[src/rtl/bitonic_butterfly_sorter.sv]
module bitonic_butterfly_sorter #(
  parameter int LOG2N = 4,
  parameter int KEY_W = 8,
  parameter bit PIPE  = 1'b1
) (
  input  logic                           clk,
  input  logic                           rst_n,
  input  logic                           in_valid,
  input  logic [(1<<LOG2N)*KEY_W-1:0]    in_keys,
  output logic                           out_valid,
  output logic [(1<<LOG2N)*KEY_W-1:0]    out_keys
);
  localparam int NKEYS  = 1 << LOG2N;
  localparam int LEVELS = LOG2N * (LOG2N + 1) / 2;
  localparam int BUS_W  = NKEYS * KEY_W;
  localparam int SUM_W  = KEY_W + LOG2N;

  logic [BUS_W-1:0] lv  [0:LEVELS];
  logic [BUS_W-1:0] nxt [0:LEVELS-1];
  logic [LEVELS:0]  vld;

  assign lv[0]     = in_keys;
  assign vld[0]    = in_valid;
  assign out_keys  = lv[LEVELS];
  assign out_valid = vld[LEVELS];

  function automatic logic [SUM_W-1:0] bus_sum(input logic [BUS_W-1:0] b);
    logic [SUM_W-1:0] s;
    s = '0;
    for (int i = 0; i < NKEYS; i++) s = s + SUM_W'(b[i*KEY_W +: KEY_W]);
    return s;
  endfunction

  for (genvar p = 1; p <= LOG2N; p++) begin : g_phase
    for (genvar j = p - 1; j >= 0; j--) begin : g_level
      localparam int S = (p * (p - 1)) / 2 + (p - 1 - j);
      logic [BUS_W-1:0] cur, nx;
      assign cur = lv[S];
      always_comb begin
        nx = cur;
        for (int k = 0; k < NKEYS; k++) begin
          if (((k >> j) & 1) == 0) begin
            logic [KEY_W-1:0] a, b;
            logic desc, swap;
            a    = cur[k*KEY_W +: KEY_W];
            b    = cur[(k + (1 << j))*KEY_W +: KEY_W];
            desc = (p < LOG2N) && (((k >> p) & 1) == 1);
            swap = desc ? (a < b) : (a > b);
            nx[k*KEY_W +: KEY_W]              = swap ? b : a;
            nx[(k + (1 << j))*KEY_W +: KEY_W] = swap ? a : b;
          end
        end
      end
      assign nxt[S] = nx;

      if (PIPE) begin : g_chk_reg
        p_sum_keep_r3: assert property (@(posedge clk) disable iff (!rst_n)
          vld[S+1] |-> bus_sum(lv[S+1]) == $past(bus_sum(lv[S])));
        p_valid_step_r5: assert property (@(posedge clk) disable iff (!rst_n)
          vld[S+1] == $past(vld[S]));
      end else begin : g_chk_comb
        p_sum_keep_r3: assert property (@(posedge clk) disable iff (!rst_n)
          bus_sum(lv[S+1]) == bus_sum(lv[S]));
      end
    end
  end

  if (PIPE) begin : g_pipe
    always_ff @(posedge clk) begin
      for (int s = 0; s < LEVELS; s++) lv[s+1] <= nxt[s];
    end
    always_ff @(posedge clk) begin
      if (!rst_n) vld[LEVELS:1] <= '0;
      else        vld[LEVELS:1] <= vld[LEVELS-1:0];
    end
  end else begin : g_comb
    for (genvar s = 0; s < LEVELS; s++) begin : g_wire
      assign lv[s+1]  = nxt[s];
      assign vld[s+1] = vld[s];
    end
  end

  logic out_sorted;
  always_comb begin
    out_sorted = 1'b1;
    for (int i = 0; i + 1 < NKEYS; i++)
      if (out_keys[i*KEY_W +: KEY_W] > out_keys[(i+1)*KEY_W +: KEY_W]) out_sorted = 1'b0;
  end

  p_out_sorted_r1: assert property (@(posedge clk) disable iff (!rst_n)
    out_valid |-> out_sorted);
  p_valid_known_r6: assert property (@(posedge clk) disable iff (!rst_n)
    !$isunknown(out_valid));
endmodule

[config.mk]
export PLATFORM = sky130hd
export DESIGN_NAME = bitonic_butterfly_sorter
export DESIGN_NICKNAME = d
export VERILOG_FILES = /design/src/rtl/bitonic_butterfly_sorter.sv
export SDC_FILE = /design/constraint.sdc
export NUM_CORES = 2
export LEC_CHECK = 0
export ABC_AREA = 0
export CAP_MARGIN = 20
export CORE_AREA = 2 2 303 305
export CTS_CLUSTER_DIAMETER = 50
export CTS_CLUSTER_SIZE = 20
export DETAILED_ROUTE_END_ITERATION = 10
export DIE_AREA = 0 0 305 307
export HOLD_SLACK_MARGIN = 0.15
export PLACE_DENSITY = 0.84
export SLEW_MARGIN = 20
export SYNTH_ARGS = -nofsm -noshare
export SYNTH_HDL_FRONTEND = slang
export SYNTH_SLANG_ARGS = --single-unit
[constraint.sdc]
create_clock -name clk -period 7.2 [get_ports clk]
set_input_delay 2.16 -clock clk [delete_from_list [all_inputs] [get_ports clk]]
set_output_delay 2.16 -clock clk [all_outputs]
set_load 0.02 [all_outputs]
Yosys cells after proc, flatten, opt, wreduce, memory -nomap -nowiden
Index checks and enable logic that the tools add are counted.
Widths: inputs -> output; s select.
{ "totals": {"register_bits": 1290, "word_cells": 251} }
{ "classes": {"order_cmp": 80, "muxes": 160} }
{ "ops": {"columns": ["cell", "n"], "rows": [
  ["$mux 8", 160],
  ["$gt 8x8->1", 56],
  ["$lt 8x8->1", 24]
]} }

Longest topological paths before layout
{ "depth": {"word_depth": 2, "ltp_mapped": 8, "depth_no_buf": 7} }

Worst setup path before layout
No wires, ideal clock.
{ "synth_timing": {"path_type": "input-to-reg", "from": "in in_keys[105]", "to": "reg lv (netlist bit g_phase[2].g_level[1].cur[100])", "setup_ps": 123, "arrival_ps": 3673, "path_slack_ps": 3403, "path_stages": 8, "cell_sequence": "inv_1 > ha_1 > nor2b_1 > o211ai_1 > a21oi_1 > o32ai_4 > buf_6 > mux2_1"} }
{ "synth_via": {"elab_chain_len": 2} }
{ "synth_rtl": {"columns": ["element", "line_no", "text"], "rows": [
  ["from (decl)", "9", "input logic [(1<<LOG2N)*KEY_W-1:0] in_keys,"],
  ["$gt 8x8->1", "48", "swap = desc ? (a < b) : (a > b);"],
  ["$mux 8", "49", "nx[k*KEY_W +: KEY_W] = swap ? b : a;"],
  ["via g_phase[1].g_level[0].nx[100]", "37", "logic [BUS_W-1:0] cur, nx;"],
  ["to (decl)", "18", "logic [BUS_W-1:0] lv [0:LEVELS];"]
]} }
The timed path passes the listed nets, and every way through them passes these cells.
A chain may end at the register's enable or synchronous reset.

Final worst setup path
{ "layout_timing": {"from": "in in_keys[9]", "to": "reg lv (netlist bit g_phase[2].g_level[1].cur[3])"} }
The elaborated chain is that of the path after synthesis.

==> results list <==
- The flow ran to the end, and the final reports show no timing, DRC or antenna violations.
- The later pin in the worst-skew pair is clocked with a latency of about 700 ps.
- ANT nets after route: 0
* Buffers & Inverters on Critical Path: 2
- The startpoint identified for the worst register-to-register timing path is g_phase[3].g_level[2].cur[41].
- H-tree depth reported by CTS: 3
* CTS-repair resized insts: 0
- Clock-pin slew was measured on the worst setup and hold paths at 70 ps.
- Routability-driven placement finished with a final weighted congestion of 0.939.
- Unique cell type count in the Yosys netlist: 24
* Area share of the largest cell type after synthesis: 0.442
* Die area: 93,600 um^2
- Type of the most critical hold path: reg2reg
* Share of flip-flops with an asynchronous set or reset: 0
* Number of enable flip-flop cells after synthesis: 0
- Entering global routing, the biggest net connects 21 pins.
* Warnings from Yosys: 0
- Setup slack of the most critical reg-to-reg path: 4700 ps
* Area added between synthesis and finish: 12.6%
- The total overflow left after global routing is 0.
- For hold timing, the worst endpoint is vld[9].
- Crit share post-route: 0.552
* Summed instance area of the synthesized netlist: 58,400 um^2
* Rows: 111
- The smallest clock period supported by the final layout is computed as 3970 ps.
* Arrival time of the worst setup path: ~4600 ps
* Critical Path End Type: flop
* Total setup buffers inserted after CTS: 0
- In this run the count of I/O pins placed on the die edge is 260.
* Total clock sinks: 1,290
* Total routing usage reported by global routing: 0.257
- Vias in the first global route: 36,100
* Count of hold buffers inserted by post-cts repair: 0
- Summed over all instances, the cell type with the most area after synthesis is sky130_fd_sc_hd__dfxtp_1.
* Max-slew violation count: 0
* Number of port buffers: 259
* Req. time, crit path: 7770 ps
- Setup violations, final: 0
- DRC errors left: 0
* Top cells by count, synth: sky130_fd_sc_hd__dfxtp_1 (1,290), sky130_fd_sc_hd__ha_1 (616), sky130_fd_sc_hd__inv_1 (616), sky130_fd_sc_hd__mux2_2 (568), sky130_fd_sc_hd__mux2_1 (472)
* CP cell instances: clkdlybuf4s50_1, inv_1, ha_1, nor2b_1, o211ai_1, a21oi_1, o32ai_4, mux2_2
- Summed over all failing endpoints, the final setup total negative slack is 0 ps.
* First-pass GRT wire length: 192 mm
- In the final layout, the share of cells above drive strength 1 is 0.229.
- On the worst path, the slowest cell contributes a delay of 680 ps.
- At the pin with the least slew margin, the transition time is 1000 ps.
- Die H: 307 um
- Number of vias per cell: 5.53
* Slowest CP cell: sky130_fd_sc_hd__o32ai_4
- The first detailed-routing pass took 5 iterations.
- Estimated wirelength of the detail-placed design: approximately 95 mm
- Launching element type of the critical path: primary input
* Avg Inst Size Synth: 12.4 um^2
- Setup repair after global routing left no endpoint under its margin.
- Worst path top cell family by delay: compound AO/OA/AOI/OAI gates
* Highest clock frequency the design can meet: 0.252 GHz
- The critical path in this run is classified as in2reg.
- Dividing the detail-routed wire length by the instance count gives 19.3 um.
- Synthesis produced a netlist whose cell count is 4,692.
* Core Footprint: 90,700 um^2
- Hold path startpoint: vld[8]
- Length in cells of the worst reg-to-reg path: 7
* Final Skew: 27.2 ps
- After detailed routing, the total wire length is 121 mm.
* Final hold violation count: 0
- The detailed router placed 34,700 vias in this run.
- In this run the critical register-to-register path is captured at g_phase[3].g_level[1].cur[40].
* Cell count of the worst hold path: 1
- After synthesis, the cell types taking the most area are sky130_fd_sc_hd__dfxtp_1 (44%), sky130_fd_sc_hd__ha_1 (13%), sky130_fd_sc_hd__mux2_2 (11%).
- Number of buffers added by the clock tree synthesis step: 117
- The initial antenna violation count came to 1.
- Synthesis inferred between 1,000 and 1,500 register bits.
* Number of DRC markers after the initial detailed-route iteration: approximately 1,900
- Buffer cell driving the clock tree root: sky130_fd_sc_hd__clkbuf_16
* CTS tree: done
- The initial utilization of the core area, before any placement, comes to 0.644.
* Maximum fanout count along the critical path: 16
* Most frequently used flop master after synthesis: sky130_fd_sc_hd__dfxtp_1
* Die width: 305 um
* Most numerous cell in the Yosys netlist: sky130_fd_sc_hd__dfxtp_1
* Number of nets produced by synthesis: 5,439
- Headroom to the max-slew limit came out at 0.330.
* Nets: between 5,000 and 6,000
- Sequential area share after synthesis: 0.442
- The longest clock path from root to sink contains 3 buffers.
- Max_cap viols: 0
[metal layers]
layer / vias to the layer above / routed length, um / global-route usage
met5: - / 0 / 0
met4: 0 / 4930 / 0.108
met3: 234 / 4380 / 0.0338
met2: 673 / 60000 / 0.463
met1: 16600 / 51900 / 0.309
li1: 17200 / - / -
[worst max-delay path by stage]
stage                       startpoint                        endpoint  slack [ps]  depth (start not counted)
after CTS                   in_keys[9]    g_phase[2].g_level[1].cur[3]        3290                          8
after global routing        in_keys[9]    g_phase[2].g_level[1].cur[3]        3150                          8
after floorplan           in_keys[105]  g_phase[2].g_level[1].cur[100]        3400                          8
final                       in_keys[9]    g_phase[2].g_level[1].cur[3]        3230                          8
after detailed placement   in_keys[45]   g_phase[2].g_level[1].cur[32]        2550                          7
after global placement     in_keys[41]   g_phase[2].g_level[1].cur[32]        2610                          8
[placed cells by master (no fill, tap or decap), types with 14 or more instances in the layout]
cell,Yosys,final
sky130_fd_sc_hd__dfxtp_1,1290,1290
sky130_fd_sc_hd__inv_1,616,616
sky130_fd_sc_hd__ha_1,616,616
sky130_fd_sc_hd__mux2_2,568,568
sky130_fd_sc_hd__mux2_1,472,472
sky130_fd_sc_hd__clkdlybuf4s50_1,0,259
sky130_fd_sc_hd__mux2_4,240,240
sky130_fd_sc_hd__a21oi_1,136,136
sky130_fd_sc_hd__nand4_1,136,136
sky130_fd_sc_hd__clkbuf_16,0,120
sky130_fd_sc_hd__nor2_1,80,80
sky130_fd_sc_hd__a211oi_1,56,56
sky130_fd_sc_hd__o21ai_0,56,56
sky130_fd_sc_hd__nor2b_1,56,56
sky130_fd_sc_hd__o32ai_4,56,56
sky130_fd_sc_hd__o211ai_1,39,39
sky130_fd_sc_hd__o21a_1,24,24
sky130_fd_sc_hd__nand2b_1,24,24
sky130_fd_sc_hd__a211o_1,24,24
sky130_fd_sc_hd__a21oi_2,24,24
sky130_fd_sc_hd__nand2_1,24,24
sky130_fd_sc_hd__a211oi_2,24,24
sky130_fd_sc_hd__o21ai_2,24,24
sky130_fd_sc_hd__inv_6,0,21
sky130_fd_sc_hd__clkinv_8,0,19
sky130_fd_sc_hd__o211ai_2,17,17
sky130_fd_sc_hd__clkinvlp_4,0,14
[through the flow]
step	cells	area (um^2)	hold slack (ps)	util	setup slack, ps
2_1_floorplan	4692	58400	406	-	3400
6_report	6281	65800	421	0.725	3230
4_1_cts	6279	65800	425	0.725	3290
5_1_grt	6279	65800	423	0.725	3150
3_5_place_dp	6057	61600	416	0.679	2550
3_3_place_gp	6057	61600	410	0.679	2610
[kinds of logic (layout without fill, tap and decap cells)]
logic type	count (synthesis)	in the layout	synth area share
buffers and inverters	696	1097	0.0550
AND/OR/NAND/NOR	330	330	0.0309
adder cells (fa/ha/maj)	616	616	0.132
other	0	2	0
multiplexers	1280	1280	0.262
flip-flops	1290	1290	0.442
AO/OA/AOI/OAI	480	480	0.0777
[flip-flops by register name, indices dropped and copies added (netlist names)]
name                 count
vld                      9
g_phase.g_level.cur   1152
out_valid                1
out_keys               128
[final cells by class]
| type | instances | area [um^2] |
|---|---|---|
| flip-flops and latches | 1290 | 25800 |
| diodes | 2 | 5.00 |
| repair buffers | 259 | 2590 |
| clock buffers | 132 | 3090 |
| inverters | 616 | 2310 |
| clock inverters | 90 | 1090 |
| well taps | 1186 | 1480 |
| multi-input cells | 2706 | 29400 |
| fillers | 6077 | 24900 |
Power is not shown: default switching activity piles up to over one toggle a cycle in this logic, so the estimate is an artifact.
